`src/rtl/keyfeed_wdt_pkg.sv`:
```
// Shared constants and types for the keyed-feed watchdog.
// Assumes 32-bit bus data and a 4-bit byte address with word-aligned registers.
package keyfeed_wdt_pkg;
    localparam int DATA_W = 32;
    localparam int ADDR_W = 4;
    localparam int CNT_W  = 24;
    localparam int KEY_W  = 8;

    // Register select from address bits 3:2
    localparam logic [1:0] SEL_CTRL   = 2'd0;
    localparam logic [1:0] SEL_RELOAD = 2'd1;
    localparam logic [1:0] SEL_FEED   = 2'd2;
    localparam logic [1:0] SEL_COUNT  = 2'd3;

    localparam logic [KEY_W-1:0] KEY_OPEN  = 8'hAA;
    localparam logic [KEY_W-1:0] KEY_CLOSE = 8'h55;

    typedef enum logic {
        KEY_WAIT_OPEN  = 1'b0,
        KEY_WAIT_CLOSE = 1'b1
    } key_state_t;
endpackage

```
`src/rtl/wdt_prescale.sv`:
```
// Divide-by-DIV tick generator.
// Emits a one-cycle tick on every DIV-th clock. A clear restarts the phase so
// the first tick comes DIV clocks after the clear.
module wdt_prescale #(
    parameter int DIV = 4
) (
    input  logic clk,
    input  logic rst_n,
    input  logic clr,
    output logic tick
);
    localparam int PW = (DIV > 1) ? $clog2(DIV) : 1;
    localparam logic [PW-1:0] LAST = PW'(DIV - 1);

    logic [PW-1:0] phase_q;

    // Phase counter: wraps at DIV-1, forced to zero on clear
    always_ff @(posedge clk) begin
        if (!rst_n || clr) begin
            phase_q <= '0;
        end else if (phase_q == LAST) begin
            phase_q <= '0;
        end else begin
            phase_q <= phase_q + 1'b1;
        end
    end

    assign tick = (phase_q == LAST);

    // after a clear the tick is quiet on the next cycle
    p_clear_quiet_r6: assert property (@(posedge clk) disable iff (!rst_n)
        clr |=> !tick);
endmodule

```
`src/rtl/wdt_key_seq.sv`:
```
// Two-write feed key sequencer.
// Watches every bus access. It opens on a feed write of the first key and
// closes on the next access: good when it is a feed write of the second key,
// bad otherwise. It assumes at most one access per cycle.
module wdt_key_seq
    import keyfeed_wdt_pkg::*;
(
    input  logic             clk,
    input  logic             rst_n,
    input  logic             access,
    input  logic             feed_wr,
    input  logic [KEY_W-1:0] key,
    output logic             good,
    output logic             bad
);
    key_state_t state_q;
    logic       close_ok;

    // Outcome decode for the access that ends an open sequence
    always_comb begin
        close_ok = feed_wr && (key == KEY_CLOSE);
        good     = (state_q == KEY_WAIT_CLOSE) && access && close_ok;
        bad      = (state_q == KEY_WAIT_CLOSE) && access && !close_ok;
    end

    // Sequence state: any access while open closes it
    always_ff @(posedge clk) begin
        if (!rst_n) begin
            state_q <= KEY_WAIT_OPEN;
        end else if (access) begin
            if (state_q == KEY_WAIT_CLOSE) begin
                state_q <= KEY_WAIT_OPEN;
            end else if (feed_wr && key == KEY_OPEN) begin
                state_q <= KEY_WAIT_CLOSE;
            end
        end
    end

    // an open sequence can end only one way
    p_single_outcome_r5: assert property (@(posedge clk) disable iff (!rst_n)
        $onehot0({good, bad}));
    // stray feed values leave an idle sequencer idle
    p_stray_ignored_r11: assert property (@(posedge clk) disable iff (!rst_n)
        (state_q == KEY_WAIT_OPEN && feed_wr && key != KEY_OPEN) |=> (state_q == KEY_WAIT_OPEN));
endmodule

```
`src/rtl/wdt_countdown.sv`:
```
// Watchdog down-counter.
// Loads on a good feed and runs only if enable was set at that feed. It steps
// down on each prescaler tick and flags expiry on a tick at zero, then stops.
module wdt_countdown #(
    parameter int                CNT_W     = 24,
    parameter logic [CNT_W-1:0]  RESET_VAL = 24'hFF
) (
    input  logic             clk,
    input  logic             rst_n,
    input  logic             load,
    input  logic [CNT_W-1:0] load_val,
    input  logic             start,
    input  logic             tick,
    output logic [CNT_W-1:0] count,
    output logic             expire
);
    logic [CNT_W-1:0] count_q;
    logic             run_q;

    assign expire = run_q && tick && (count_q == '0) && !load;
    assign count  = count_q;

    // Count register and run state
    always_ff @(posedge clk) begin
        if (!rst_n) begin
            count_q <= RESET_VAL;
            run_q   <= 1'b0;
        end else if (load) begin
            count_q <= load_val;
            run_q   <= start;
        end else if (expire) begin
            run_q   <= 1'b0;
        end else if (run_q && tick) begin
            count_q <= count_q - 1'b1;
        end
    end

    // a running step removes exactly one
    p_step_one_r6: assert property (@(posedge clk) disable iff (!rst_n)
        (run_q && tick && count_q != '0 && !load) |=> (count_q == $past(count_q) - CNT_W'(1)));
    // idle counter holds its value
    p_hold_idle_r4: assert property (@(posedge clk) disable iff (!rst_n)
        (!run_q && !load) |=> $stable(count_q));
    // counting stops once expired
    p_stop_after_r7: assert property (@(posedge clk) disable iff (!rst_n)
        (expire) |=> (!run_q && count_q == '0));
endmodule

```
`src/rtl/wdt_req_pulse.sv`:
```
// Fixed-length reset request stretcher.
// Any fire loads LEN cycles of request, and a fire during a pulse restarts it.
module wdt_req_pulse #(
    parameter int LEN = 4
) (
    input  logic clk,
    input  logic rst_n,
    input  logic fire,
    output logic req
);
    localparam int LW = $clog2(LEN + 1);

    logic [LW-1:0] left_q;

    // Remaining-cycles counter
    always_ff @(posedge clk) begin
        if (!rst_n) begin
            left_q <= '0;
        end else if (fire) begin
            left_q <= LW'(LEN);
        end else if (left_q != '0) begin
            left_q <= left_q - 1'b1;
        end
    end

    assign req = (left_q != '0);

    // a fire always shows a request on the next cycle
    p_fire_shows_r8: assert property (@(posedge clk) disable iff (!rst_n)
        fire |=> req);
    // without a fire the request only ends, never starts
    p_no_spurious_r8: assert property (@(posedge clk) disable iff (!rst_n)
        (!fire && !req) |=> !req);
endmodule

```
`src/rtl/keyfeed_wdt.sv`:
```
// Keyed-feed watchdog top level.
// Decodes the single-cycle register port and holds the set-only control bits
// and the reload value. It ties together the prescaler, key sequencer,
// counter and reset stretcher. Assumes one bus access per cycle at most.
module keyfeed_wdt
    import keyfeed_wdt_pkg::*;
#(
    parameter int PRESCALE  = 4,
    parameter int PULSE_LEN = 4,
    parameter int RELOAD_MIN = 255
) (
    input  logic              clk,
    input  logic              rst_n,
    input  logic [ADDR_W-1:0] reg_addr,
    input  logic              reg_we,
    input  logic              reg_re,
    input  logic [DATA_W-1:0] reg_wdata,
    output logic [DATA_W-1:0] reg_rdata,
    output logic              sys_reset_req,
    output logic              expired_flag
);
    localparam logic [CNT_W-1:0] MIN_VAL = CNT_W'(RELOAD_MIN);

    logic [1:0]       sel;
    logic             access, feed_wr, ctrl_wr, reload_wr;
    logic             en_q, rmode_q, flag_q;
    logic [CNT_W-1:0] reload_q, reload_in, reload_next;
    logic             key_good, key_bad, tick, expire, fire;
    logic [CNT_W-1:0] count;
    logic             unused_bits;

    assign unused_bits = ^{reg_wdata[DATA_W-1:CNT_W], reg_addr[1:0]};

    // Bus decode for this cycle's access
    always_comb begin
        sel       = reg_addr[3:2];
        access    = reg_we || reg_re;
        feed_wr   = reg_we && (sel == SEL_FEED);
        ctrl_wr   = reg_we && (sel == SEL_CTRL);
        reload_wr = reg_we && (sel == SEL_RELOAD);
        reload_in = reg_wdata[CNT_W-1:0];
        reload_next = (reload_in < MIN_VAL) ? MIN_VAL : reload_in;
    end

    // Set-only control bits and reload register
    always_ff @(posedge clk) begin
        if (!rst_n) begin
            en_q     <= 1'b0;
            rmode_q  <= 1'b0;
            reload_q <= MIN_VAL;
        end else begin
            if (ctrl_wr) begin
                en_q    <= en_q | reg_wdata[0];
                rmode_q <= rmode_q | reg_wdata[1];
            end
            if (reload_wr) begin
                reload_q <= reload_next;
            end
        end
    end

    // Sticky expiry flag
    always_ff @(posedge clk) begin
        if (!rst_n) begin
            flag_q <= 1'b0;
        end else if (expire) begin
            flag_q <= 1'b1;
        end
    end

    // Read data mux, selected by address alone
    always_comb begin
        unique case (sel)
            SEL_CTRL:   reg_rdata = {{(DATA_W-3){1'b0}}, flag_q, rmode_q, en_q};
            SEL_RELOAD: reg_rdata = {{(DATA_W-CNT_W){1'b0}}, reload_q};
            SEL_COUNT:  reg_rdata = {{(DATA_W-CNT_W){1'b0}}, count};
            default:    reg_rdata = '0;
        endcase
    end

    wdt_prescale #(.DIV(PRESCALE)) u_prescale (
        .clk   (clk),
        .rst_n (rst_n),
        .clr   (key_good),
        .tick  (tick)
    );

    wdt_key_seq u_key (
        .clk     (clk),
        .rst_n   (rst_n),
        .access  (access),
        .feed_wr (feed_wr),
        .key     (reg_wdata[KEY_W-1:0]),
        .good    (key_good),
        .bad     (key_bad)
    );

    wdt_countdown #(.CNT_W(CNT_W), .RESET_VAL(MIN_VAL)) u_count (
        .clk      (clk),
        .rst_n    (rst_n),
        .load     (key_good),
        .load_val (reload_q),
        .start    (en_q),
        .tick     (tick),
        .count    (count),
        .expire   (expire)
    );

    assign fire = (key_bad && en_q) || (expire && rmode_q);

    wdt_req_pulse #(.LEN(PULSE_LEN)) u_pulse (
        .clk   (clk),
        .rst_n (rst_n),
        .fire  (fire),
        .req   (sys_reset_req)
    );

    assign expired_flag = flag_q;

    // reload value never below the floor
    p_reload_floor_r2: assert property (@(posedge clk) disable iff (!rst_n)
        reload_q >= MIN_VAL);
    // enable and reset mode are set-only
    p_en_sticky_r3: assert property (@(posedge clk) disable iff (!rst_n)
        en_q |=> en_q);
    p_rmode_sticky_r3: assert property (@(posedge clk) disable iff (!rst_n)
        rmode_q |=> rmode_q);
    // expiry flag stays set
    p_flag_sticky_r7: assert property (@(posedge clk) disable iff (!rst_n)
        flag_q |=> flag_q);
    // a broken key while enabled requests reset next cycle
    p_bad_key_reset_r9: assert property (@(posedge clk) disable iff (!rst_n)
        (key_bad && en_q) |=> sys_reset_req);
endmodule

```
`config.mk`:
```
export PLATFORM = sky130hd
export DESIGN_NAME = keyfeed_wdt
export DESIGN_NICKNAME = d
export VERILOG_FILES = /design/src/rtl/keyfeed_wdt_pkg.sv /design/src/rtl/wdt_prescale.sv /design/src/rtl/wdt_key_seq.sv /design/src/rtl/wdt_countdown.sv /design/src/rtl/wdt_req_pulse.sv /design/src/rtl/keyfeed_wdt.sv
export SDC_FILE = /design/constraint.sdc
export NUM_CORES = 1
export LEC_CHECK = 0
export BUFFER_PORTS_ARGS = -buffer_cell sky130_fd_sc_hd__buf_2
export CAP_MARGIN = 25
export CELL_PAD_IN_SITES_DETAIL_PLACEMENT = 0
export CELL_PAD_IN_SITES_GLOBAL_PLACEMENT = 2
export CORE_ASPECT_RATIO = 1.25
export CORE_UTILIZATION = 33
export CTS_CLUSTER_SIZE = 8
export DETAILED_ROUTE_END_ITERATION = 12
export GPL_ROUTABILITY_DRIVEN = 0
export PLACE_DENSITY_LB_ADDON = 0.1
export SLEW_MARGIN = 20
export SYNTH_ARGS = -nofsm -noshare
export SYNTH_HDL_FRONTEND = slang
export SYNTH_SLANG_ARGS = --single-unit
export TNS_END_PERCENT = 30
```
`constraint.sdc`:
```
create_clock -name clk -period 5.17 [get_ports clk]
set_clock_uncertainty 0.15 [all_clocks]
set_input_delay 0 -clock clk [delete_from_list [all_inputs] [get_ports clk]]
set_output_delay 0 -clock clk [all_outputs]
set_load 0.01 [all_outputs]
```
; Yosys cells after proc, flatten, opt, wreduce, memory -nomap -nowiden
; Index checks and enable logic that the tools add are counted.
[totals]
regBits = 58
inputBits = 40
out_inout_bits = 34
wordCells = 63
[op_classes]
n_addsub = 3
order_cmp = 1
eq_ne = 7
mux = 11
n_bitwise = 3
reduce_logical = 28
[ops]
columns = operator, count
row1 = $mux 24, 4
row2 = $pmux 24 s3, 1
row3 = $logic_not 24->1, 1
row4 = $lt 24x8->1 const B, 1
row5 = $sub 24x1->24 const B, 1
row6 = $logic_and 1x1->1, 13
row7 = $eq 8x7->1 const B, 1
row8 = $eq 8x8->1 const B, 1
row9 = $eq 2x2->1 const B, 3
row10 = $mux 3, 2
row11 = $reduce_bool 2->1, 3
row12 = $mux 1, 4
row13 = $reduce_or 2->1, 2
row14 = $logic_not 1->1, 3
row15 = $logic_or 1x1->1, 3
row16 = $reduce_bool 3->1, 1
row17 = $sub 3x1->3 const B, 1
row18 = $add 2x1->2 const B, 1
row19 = $eq 2x1->1 const B, 1
row20 = $logic_not 2->1, 1
row21 = $ne 2x1->1 const B, 1
row22 = $or 1x1->1, 2
row23 = $reduce_and 2->1, 1
row24 = $not 1->1, 1

; Longest topological paths before layout
; Gate-level depths: netlist of run 1.
[depth]
word_depth = 9
depth_mapped = 9
mapped_depth_nobuf = 8

; Cells and area by module
; A second synthesis of run 1 with hierarchy kept.
[hier_totals]
cells_unflattened = 404
area_unflattened_um2 = 3519.6
[by_module_without_submodules]
columns = mod, instances, cells_per_inst, area_each_um2, seq_area_each_um2
row1 = keyfeed_wdt, 1, 180, 1640.3, 540.5
row2 = wdt_countdown, 1, 188, 1516.5, 500.5
row3 = wdt_req_pulse, 1, 18, 167.7, 60.1
row4 = wdt_key_seq, 1, 13, 115.1, 20.0
row5 = wdt_prescale, 1, 5, 80.1, 40.0

; Worst setup path after synthesis of run 1
; Ideal clock, no wire load.
[synth_timing]
path_type = register to register
from = register u_count.count_q[0], in the netlist u_count.count[0]
to = register u_count.count_q[6], in the netlist u_count.count[6]
setup_ns = 0.078
t_arrival_ns = 2.197
required_ns = 4.942
setup_slack_ns = 2.745
path_stages_with_launch = 9
path_buffers = 0
period_less_slack_ns = 2.425
cell_sequence = dfxtp_1 -> inv_1 -> ha_1 -> or4b_2 -> nor4_1 -> a31oi_1 -> nor4b_1 -> and3_1 -> nor3_1
[synth_via]
elab_chain_len = 5
elab_cells_between_ends = 9
classes_between = 1 x add/sub / 1 x eq/ne / 3 x mux / 4 x reduce/logical
[synth_lines]
columns = element, line_no
row1 = start: declaration, wdt_countdown.sv:17  ; logic [CNT_W-1:0] count_q;
row2 = start signal: assignment, wdt_countdown.sv:29  ; count_q <= load_val;
row3 = start signal: assignment, wdt_countdown.sv:34  ; count_q <= count_q - 1'b1;
row4 = "parallel branches: the longest is 5 deep, another holds $sub 24x1->24", n/a
; Parallel ways; which one is timed is not known. The select of a mux whose other input is x is not followed.
; A chain may end at the register's enable or synchronous reset.

; Worst setup path in the final report of run 1
[layout_timing]
from = register u_count.count_q[0], in the netlist u_count.count[0]
to = register u_count.count_q[14], in the netlist u_count.count[14]
; Same word-level chain as after synthesis.

==> results of run 1 <==
[flip-flops by register name (all words and copies together), names as in the netlist]
register	cells
u_pulse.left_q	3
u_count.count	24
u_key.state_q	1
rmode_q	1
reload_q	24
u_prescale.phase_q	2
expired_flag	1
en_q	1
u_count.run_q	1
[power groups by stage]
stage | Combinational [mW] | Clock (mW) | Sequential (mW)
3_5_place_dp | 0.132 | 0 | 0.483
5_1_grt | 0.167 | 0.649 | 0.475
4_1_cts | 0.151 | 0.630 | 0.474
3_3_place_gp | 0.132 | 0 | 0.483
2_1_floorplan | 0.0937 | 0 | 0.479
6_report | 0.149 | 0.618 | 0.474
[critical path, cell delays in order (launching register included)]
cell and delay, ns:
dfxtp_1 0.34, inv_1 0.12, ha_1 0.15, or4b_2 0.61
or2_2 0.32, o31ai_4 0.53, nor4_1 0.17, xnor2_1 0.17
a211oi_1 0.23
[per-layer routing]
| metal | wire length, um | up-vias | global-route usage, % |
|---|---|---|---|
| li1 | - | 1550 | - |
| met1 | 4590 | 1412 | 26.03 |
| met2 | 4445 | 71 | 31.25 |
| met3 | 340 | 11 | 3.184 |
| met4 | 135 | 0 | 7.312 |
| met5 | 0 | - | 0 |
[path summary, 6_finish.rpt]
check / slack (ns) / from / end / cells after the start
max reg2reg: 2.29 / u_count.count[0] / u_count.count[14] / 8
min: 0.28 / u_prescale.phase_q[0] / u_prescale.phase_q[0] / 1
max: 2.29 / u_count.count[0] / u_count.count[14] / 8
min reg2reg: 0.28 / u_prescale.phase_q[0] / u_prescale.phase_q[0] / 1
[synthesized netlist by cell type, drive strengths merged (2+ instances only)]
cell	instances
nand2	60
dfxtp	58
a21oi	32
mux2i	26
nor2b	21
o21ai	20
nor2	19
xnor2	18
clkbuf	17
nor4	15
nor3	14
buf	12
o22ai	10
inv	8
nand3	7
or4	7
ha	6
a31oi	4
and3	4
a211oi	3
nand4	3
nor4bb	3
or3	3
a21o	2
and3b	2
nand3b	2
nor3b	2
o211ai	2
or2	2
xor2	2
[area by class of cell]
cell class / instances / area share [%]
clock buffer: 11 / 6.015
clock inverter: 5 / 1.459
inverter: 8 / 0.7147
multi-input combinational: 306 / 44.91
sequential: 58 / 27.64
tap: 123 / 3.663
timing repair buffer: 93 / 15.60
[cells by family after synthesis]
logic type,share of synthesized area (%)
flops,36.34
fa+ha+maj,2.349
simple gates,28.11
other cells,0.1174
xor+xnor,5.482
mux,8.144
compound gates,14.02
buf+inv,5.442
==> impl_metrics.env, run 1 <==
export IMPL_status="completed"
export IMPL_drc=0
export IMPL_syn_area_um2=3196
export IMPL_ys_top_cells_by_area="dfxtp_1, mux2i_1, nand2_1, a21oi_1, xnor2_1"
export IMPL_fin_cells=604
export IMPL_worst_pin_slew_ns=0.8857
export IMPL_max_slew_margin_pct=40.95
export IMPL_finalSetupTns_ns=0
export IMPL_fp_dieH_um=112.0
export IMPL_power_frac_clock_pct=49.8
export IMPL_p_total_mw=1.241
export IMPL_critPathLaunchType="register"
export IMPL_leakagePower_nw=1.638
export IMPL_grt_overflow=0
export IMPL_yosys_warnings=0
export IMPL_end_kind="register"
export IMPL_vdd_ir_drop_max_mv=0.1754
export IMPL_cts_resized=0
export IMPL_worst_path_max_fanout=14
export IMPL_clkSinkCount=58
export IMPL_layout_drive_gt1_share_pct=17.46
export IMPL_switching_power_mw=0.3048
export IMPL_drtIter0Drc=119
export IMPL_min_path_type="reg -> reg"
export IMPL_ioPinCount=74
export IMPL_ys_flop_type="dfxtp_1"
export IMPL_numCtsBuffers=9
export IMPL_holdWs_ns=0.2760
export IMPL_rows=39
export IMPL_setup_violations_final=0
export IMPL_drv_slew=0
export IMPL_ys_types=45
export IMPL_clk_path_buf_depth=2
export IMPL_final_common_cell="nand2_1"
export IMPL_cts_hold_buf=35
export IMPL_seqCellArea_um2=1161
export IMPL_avgSynthCellArea_um2=8.111
export IMPL_antenna_found_initial=0
export IMPL_min_period_ns=2.883
export IMPL_synthArstFlopShare_pct=0
export IMPL_post_route_period_util_pct=55.77
export IMPL_place_hpwl_mm=6.588
export IMPL_h_tree_depth=3
export IMPL_critPathArrivalTime_ns=2.97
export IMPL_synth_cells=394
export IMPL_pre_cts_slack_ns=2.336
export IMPL_layout_common_cells="nand2_1, dfxtp_1, buf_2"
export IMPL_p_int_mw=0.9361
export IMPL_cap_violations=0
export IMPL_numPortBuffers=55
export IMPL_place_inst=552
export IMPL_fillers=962
export IMPL_final_core_util_pct=45.32
export IMPL_setup_ws_ns=2.287
export IMPL_critical_path_required_ns=5.25
export IMPL_drt_wl_total_mm=9.511
export IMPL_multi_input_area_um2=1887
export IMPL_crit_type="reg -> reg"
export IMPL_die_area_um2=10080
export IMPL_die_x_um=90.02
export IMPL_p_sw_share_pct=24.56
export IMPL_vias=3044
export IMPL_cts_tree="yes"
export IMPL_start_util_pct=34.47
export IMPL_pwr_share_seq_pct=38.2
export IMPL_hold_viol_final=0
export IMPL_grt_pass1_wl_mm=15.08
export IMPL_rsz0062_at_grt="no"
export IMPL_synth_seq_cells=58
export IMPL_coreArea_um2=9271
export IMPL_synth_edf_count=0
export IMPL_ant_nets=0
export IMPL_insertion_delay_ns=0.32
export IMPL_diodes=0
export IMPL_areaGrowthSynthToFinish_pct=31.48
export IMPL_wire_per_inst_um=15.75
export IMPL_fmax_mhz=346.8
export IMPL_postLayoutCellArea_um2=4202
export IMPL_p_per_area_nw_per_um2=295.4
export IMPL_drt_pass1_iterations=5
export IMPL_place_area_um2=3522
export IMPL_nets=522
export IMPL_synth_seq_area_share_pct=36.34
export IMPL_synth_top_area_share_pct=36.34
export IMPL_cts_clk_slew_worst_paths_ns=0.06
export IMPL_grt_use_total_pct=19.38
export IMPL_cts_root_buf="clkbuf_16"
export IMPL_synth_largest_area_cell="dfxtp_1"
export IMPL_grt_pass1_vias=2892
export IMPL_grt_max_degree=32
export IMPL_postCtsSetupRepairBufs=0
export IMPL_viasPerCell=5.040
export IMPL_p_comb_share_pct=12.0
Power figures use the tool's default switching activity.
==> inputs of run 2 (changes only) <==
--- a/config.mk
+++ b/config.mk
@@ -5,12 +5,13 @@
 export SDC_FILE = /design/constraint.sdc
 export NUM_CORES = 1
 export LEC_CHECK = 0
+export ABC_AREA = 1
 export BUFFER_PORTS_ARGS = -buffer_cell sky130_fd_sc_hd__buf_2
 export CAP_MARGIN = 25
 export CELL_PAD_IN_SITES_DETAIL_PLACEMENT = 0
 export CELL_PAD_IN_SITES_GLOBAL_PLACEMENT = 2
 export CORE_ASPECT_RATIO = 1.25
-export CORE_UTILIZATION = 33
+export CORE_UTILIZATION = 26
 export CTS_CLUSTER_SIZE = 8
 export DETAILED_ROUTE_END_ITERATION = 12
 export GPL_ROUTABILITY_DRIVEN = 0
==> constraint.sdc (replaced) <==
create_clock -name clk -period 2.6 [get_ports clk]
set_clock_uncertainty 0.15 [all_clocks]
set_input_delay 0 -clock clk [delete_from_list [all_inputs] [get_ports clk]]
set_output_delay 0 -clock clk [all_outputs]
set_load 0.01 [all_outputs]
==> run 2 against run 1 <==
  * Final cell count is 43% higher
  * Highest routed layer unchanged
  * Sequential share of layout area is 2.8 points lower
  * Non-clock buffer count is 4 higher
==> impl_metrics.env, run 2 <==
export IMPL_status="completed"
export IMPL_setup_violations_final=0
export IMPL_critPathLaunchType="input pin"
export IMPL_synthArstFlopShare_pct=0
export IMPL_grt_busiest_layer="met2"
export IMPL_use_met1_pct=25.05
export IMPL_drt_wl_total_mm=13.32
export IMPL_start_util_pct=26.47
export IMPL_cts_clk_slew_worst_paths_ns=0.05
export IMPL_grtUsageMet3_pct=3.596
export IMPL_vdd_ir_drop_max_mv=0.3391
export IMPL_synth_top_area_share_pct=31.89
export IMPL_nets=729
export IMPL_max_slew_margin_pct=41.38
export IMPL_grt_pass1_vias=3806
export IMPL_critical_path_required_ns=2.67
export IMPL_fillers=1583
export IMPL_p_int_mw=1.803
export IMPL_switching_power_mw=0.6652
export IMPL_diodes=0
export IMPL_cts_root_buf="clkbuf_16"
export IMPL_post_route_period_util_pct=82.93
export IMPL_drc=0
export IMPL_ys_flop_type="dfxtp_1"
export IMPL_grt_use_total_pct=19.36
export IMPL_ys_types=27
export IMPL_crit_type="in -> reg"
export IMPL_synth_cells=598
export IMPL_multi_input_area_um2=2064
export IMPL_drtIter0Drc=181
export IMPL_cts_tree="yes"
export IMPL_grt_max_degree=41
export IMPL_rows=48
export IMPL_rsz0062_at_grt="no"
export IMPL_insertion_delay_ns=0.33
export IMPL_hold_viol_final=0
export IMPL_yosys_warnings=0
export IMPL_p_comb_share_pct=12.8
export IMPL_numPortBuffers=55
export IMPL_worst_pin_slew_ns=0.8772
export IMPL_grt_use_met2_pct=32.48
export IMPL_holdCritStartpoint="rst_n"
export IMPL_h_tree_depth=3
export IMPL_synth_largest_area_cell="dfxtp_1"
export IMPL_syn_area_um2=3641
export IMPL_p_per_area_nw_per_um2=527.1
export IMPL_layout_common_cells="nand2_1, nor2_1, inv_1"
export IMPL_areaGrowthSynthToFinish_pct=28.59
export IMPL_synth_seq_area_share_pct=31.89
export IMPL_layout_drive_gt1_share_pct=14.24
export IMPL_leakagePower_nw=2.201
export IMPL_final_common_cell="nand2_1"
export IMPL_p_total_mw=2.468
export IMPL_synth_edf_count=0
export IMPL_numCtsBuffers=9
export IMPL_place_hpwl_mm=9.703
export IMPL_die_area_um2=14480
export IMPL_synthTopCellsByCount="nand2_1, nor2_1, inv_1"
export IMPL_viasPerCell=4.677
export IMPL_min_period_ns=2.156
export IMPL_grt_pass1_wl_mm=20.76
export IMPL_drv_slew=0
export IMPL_critPathArrivalTime_ns=2.22
export IMPL_clk_path_buf_depth=2
export IMPL_min_path_type="in -> reg"
export IMPL_fp_dieH_um=134.3
export IMPL_ant_nets=0
export IMPL_end_kind="register"
export IMPL_cp_startpoint="reg_wdata[1]"
export IMPL_r2r_start="u_count.count[0]"
export IMPL_coreArea_um2=13750
export IMPL_cap_violations=0
export IMPL_power_frac_clock_pct=48.3
export IMPL_seqCellArea_um2=1161
export IMPL_clkSinkCount=58
export IMPL_antenna_found_initial=0
export IMPL_worst_path_max_fanout=8
export IMPL_p_sw_share_pct=26.96
export IMPL_ioPinCount=74
export IMPL_vias=4036
export IMPL_wire_per_inst_um=15.44
export IMPL_yosysMostFrequentCell="nand2_1"
export IMPL_ys_top_cells_by_area="dfxtp_1, nand2_1, nor2_1, nand3_1, inv_1"
export IMPL_grt_overflow=0
export IMPL_avgSynthCellArea_um2=6.089
export IMPL_finalSetupTns_ns=0
export IMPL_pwr_share_seq_pct=38.9
export IMPL_drt_pass1_iterations=4
export IMPL_die_x_um=107.8
export IMPL_fmax_mhz=463.8
export IMPL_synth_seq_cells=58
run 2: cell types whose count changed after synthesis, sizes merged, moves of 20 or more:
| cell | previous run | this run |
|---|---|---|
| mux2i | 26 | 0 |
| nor2b | 21 | 0 |
| inv | 8 | 71 |
| o21ai | 20 | 40 |
| nand3 | 7 | 60 |
| nor2 | 19 | 83 |
| nand2 | 60 | 178 |
run 2: repair_timing:
item	CTS	global route
endpoints found under the hold margin	28	0
buffers inserted	0	0
gates resized for setup	0	0
hold buffers	34	0
run 2: worst paths after layout:
check,end,slack (ns),depth (start not counted)
worst max-delay path,reload_q[7],0.44,10
worst min-delay path,u_count.count[1],0.03,3
worst max register to register,u_count.count[19],0.61,13
worst min register to register,u_prescale.phase_q[0],0.27,1
run 2: critical path, stage by stage:
cell and delay, ns:
dlygate4sd3_1 0.52, buf_2 0.15, inv_1 0.06, nor3_1 0.27, nand2_1 0.12, nand3_1 0.10, nand2_1 0.19, o22ai_1 0.18
nand2_1 0.07, dlygate4sd3_1 0.56
run 2: layer usage:
layer / vias up / share of wire [%]
li1: 2087 / -
met5: - / 0
met3: 9 / 3.3
met1: 1867 / 47
met4: 0 / 1.2
met2: 73 / 48
run 2: area by class of cell:
class | instances | share of cell area (%)
clock buffer | 9 | 4.810
clock inverter | 7 | 1.497
inverter | 71 | 5.692
multi-input combinational | 446 | 44.09
sequential | 58 | 24.80
tap | 175 | 4.677
timing repair buffer | 97 | 14.43
run 2: cell families (layout without fill, tap and decap cells):
kind of cell	count (synthesis)	count (layout)	share of synthesized area, %
and+or+nand+nor	345	345	40.48
adders and majority gates	6	6	2.062
buffers and inverters	101	184	12.30
xor gates and xnor gates	6	6	1.443
DFF	58	58	31.89
AOI/OAI and AO/OA	81	81	11.72
other	1	8	0.1030
run 2: per-stage QoR:
step | hold slack (ns) | std cells | util (%) | worst slack, ns | instance area (um^2)
after floorplan | -0.01906 | 605 | - | 0.9942 | 3667
after global placement | 0.1005 | 813 | 29.42 | 0.6063 | 4046
after detailed placement | 0.1109 | 813 | 29.42 | 0.5836 | 4046
after CTS | 0.01198 | 863 | 34.04 | 0.4809 | 4682
after global routing | 0.03142 | 863 | 34.04 | 0.2955 | 4682
final | 0.02663 | 863 | 34.04 | 0.4437 | 4682
run 2: power groups by stage:
stage / registers, mW / clock network, mW / logic, mW
floorplan: 0.964 / 0 / 0.193
global placement: 0.977 / 0 / 0.277
detailed placement: 0.977 / 0 / 0.286
CTS: 0.958 / 1.23 / 0.321
global route: 0.963 / 1.26 / 0.361
finish: 0.959 / 1.19 / 0.316
==> inputs of run 3 (changes only) <==
--- a/config.mk
+++ b/config.mk
@@ -5,13 +5,13 @@
 export SDC_FILE = /design/constraint.sdc
 export NUM_CORES = 1
 export LEC_CHECK = 0
-export ABC_AREA = 1
+export ABC_AREA = 0
 export BUFFER_PORTS_ARGS = -buffer_cell sky130_fd_sc_hd__buf_2
 export CAP_MARGIN = 25
 export CELL_PAD_IN_SITES_DETAIL_PLACEMENT = 0
 export CELL_PAD_IN_SITES_GLOBAL_PLACEMENT = 2
 export CORE_ASPECT_RATIO = 1.25
-export CORE_UTILIZATION = 26
+export CORE_UTILIZATION = 28
 export CTS_CLUSTER_SIZE = 8
 export DETAILED_ROUTE_END_ITERATION = 12
 export GPL_ROUTABILITY_DRIVEN = 0
==> constraint.sdc (replaced) <==
create_clock -name clk -period 1.9 [get_ports clk]
set_clock_uncertainty 0.15 [all_clocks]
set_input_delay 0 -clock clk [delete_from_list [all_inputs] [get_ports clk]]
set_output_delay 0 -clock clk [all_outputs]
set_load 0.01 [all_outputs]
==> run 3 against run 2 <==
  * The run now ends with negative setup slack left
  * Combinational power increased by 33%
  * Sequential power up 36%
  * Final area grew 3.0%
  * Non-clock buffer count rose by 58
  * Total power rose by 32%
  * Setup slack got worse by 0.92 ns
  * Utilization increased by 9.5 points
  * Clock power is 29% higher
  * Routed wire length shrank 20%
  * Critical path type is now reg -> reg
==> impl_metrics.env, run 3 (synthesis results as in run 1) <==
export IMPL_top_layer_used="met4"
export IMPL_wire_per_inst_um=15.78
export IMPL_violations="negative setup slack"
export IMPL_drt_pass1_iterations=4
export IMPL_wirelength_met1_mm=4.803
export IMPL_critPathArrivalTime_ns=2.42
export IMPL_ant_nets=0
export IMPL_finalSetupTns_ns=-10.85
export IMPL_antenna_found_initial=0
export IMPL_cap_violations=0
export IMPL_die_x_um=97.55
export IMPL_end_kind="register"
export IMPL_place_inst=626
export IMPL_diodes=0
export IMPL_layout_common_cells="buf_4, nand2_1, buf_2"
export IMPL_final_core_util_pct=43.53
export IMPL_numCtsBuffers=9
export IMPL_grt_pass1_wl_mm=16.57
export IMPL_reg2reg_to="u_count.count[20]"
export IMPL_grt_max_degree=31
export IMPL_crit_end="u_count.count[20]"
export IMPL_start_util_pct=28.83
export IMPL_rows=43
export IMPL_die_area_um2=11850
export IMPL_cts_tree="yes"
export IMPL_final_common_cell="buf_4"
export IMPL_vias=3320
export IMPL_routed_wl_met2_mm=5.159
export IMPL_grt_pass1_vias=3131
export IMPL_rsz0062_at_grt="yes"
export IMPL_place_hpwl_mm=7.833
export IMPL_cts_clk_slew_worst_paths_ns=0.05
export IMPL_h_tree_depth=3
export IMPL_critPathLaunchType="register"
export IMPL_worstRegToRegCells=10
export IMPL_post_route_period_util_pct=124.8
export IMPL_drv_slew=0
export IMPL_nets=584
export IMPL_min_period_ns=2.372
export IMPL_worst_path_max_fanout=6
export IMPL_grt_use_total_pct=18.27
export IMPL_setup_violations_final=29
export IMPL_hold_depth=4
export IMPL_crit_type="reg -> reg"
export IMPL_met3_length_um=631
export IMPL_viasPerCell=4.897
export IMPL_drt_wl_total_mm=10.70
export IMPL_ff2ff_setup_slack_ns=-0.47
export IMPL_fmax_mhz=421.6
export IMPL_holdWs_ns=0.01538
export IMPL_hold_viol_final=0
export IMPL_coreArea_um2=11080
export IMPL_drtIter0Drc=151
export IMPL_r2r_start="u_count.count[0]"
export IMPL_fin_cells=678
export IMPL_leakagePower_nw=1.967
export IMPL_fp_dieH_um=121.4
export IMPL_critical_path_required_ns=1.95
export IMPL_grt_overflow=0
export IMPL_insertion_delay_ns=0.33
export IMPL_cts_root_buf="clkbuf_16"
export IMPL_ioPinCount=74
export IMPL_status="finished, violations left"
export IMPL_clk_path_buf_depth=2
export IMPL_clkSinkCount=58
export IMPL_min_path_type="in -> reg"
export IMPL_vdd_ir_drop_max_mv=0.3664
export IMPL_numPortBuffers=55
export IMPL_p_per_area_nw_per_um2=674.4
export IMPL_drc=0
export IMPL_cp_startpoint="u_count.count[0]"
export IMPL_setup_ws_ns=-0.4718
export IMPL_areaGrowthSynthToFinish_pct=50.98
export IMPL_layout_drive_gt1_share_pct=32.60
[run 3: routing by layer]
metal	up-vias	global-route usage [%]
li1	1674	-
met4	0	6.250
met2	74	29.90
met3	6	3.399
met1	1566	24.08
met5	-	0
[run 3: stage by stage]
stage               power, mW  setup WS (ns)  instance area, um^2
floorplan               1.559        -0.4672                 3284
global placement        1.684        -0.4771                 4061
detailed placement      1.690        -0.5319                 4061
CTS                     3.298        -0.4545                 4727
global route            3.413        -0.5573                 4825
finish                  3.254        -0.4718                 4825
[run 3: critical path: stages (launching register included)]
cell,delay [ns]
dfxtp_2,0.33
inv_2,0.07
ha_4,0.12
or4b_4,0.48
or2_4,0.26
o31ai_4,0.30
buf_6,0.18
buf_4,0.11
nor3_2,0.04
xnor2_1,0.13
a21oi_1,0.08
[run 3: cell type report]
type	instances	area, um^2
Clock buffer	14	274.0
Clock inverter	2	10.01
Fill cell	1164	6259
Inverter	8	30.03
Multi-Input combinational cell	306	2048
Sequential cell	58	1167
Tap cell	135	168.9
Timing Repair Buffer	155	1126
[run 3: repair_timing]
| action | in CTS | in global routing |
|---|---|---|
| hold endpoints to repair | 29 | 0 |
| pin swaps | 6 | 14 |
| hold buffers | 31 | 0 |
| buffers inserted | 3 | 2 |
| endpoints found under the setup margin | 29 | 33 |
| gates resized for setup | 16 | 17 |
[run 3: power by group]
group	internal, mW	switching, mW
Combinational	0.209	0.211
Clock	0.984	0.551
Sequential	1.26	0.0362
[run 3: how the worst min path moves through the flow]
stage | end | slack (ns) | startpoint
floorplan | reload_q[0] | -0.03 | reg_wdata[0]
global placement | reload_q[7] | 0.08 | reg_wdata[7]
detailed placement | reload_q[7] | 0.09 | reg_wdata[7]
CTS | en_q | 0.008 | reg_we
global route | rmode_q | 0.08 | reg_we
finish | u_key.state_q | 0.02 | reg_wdata[3]
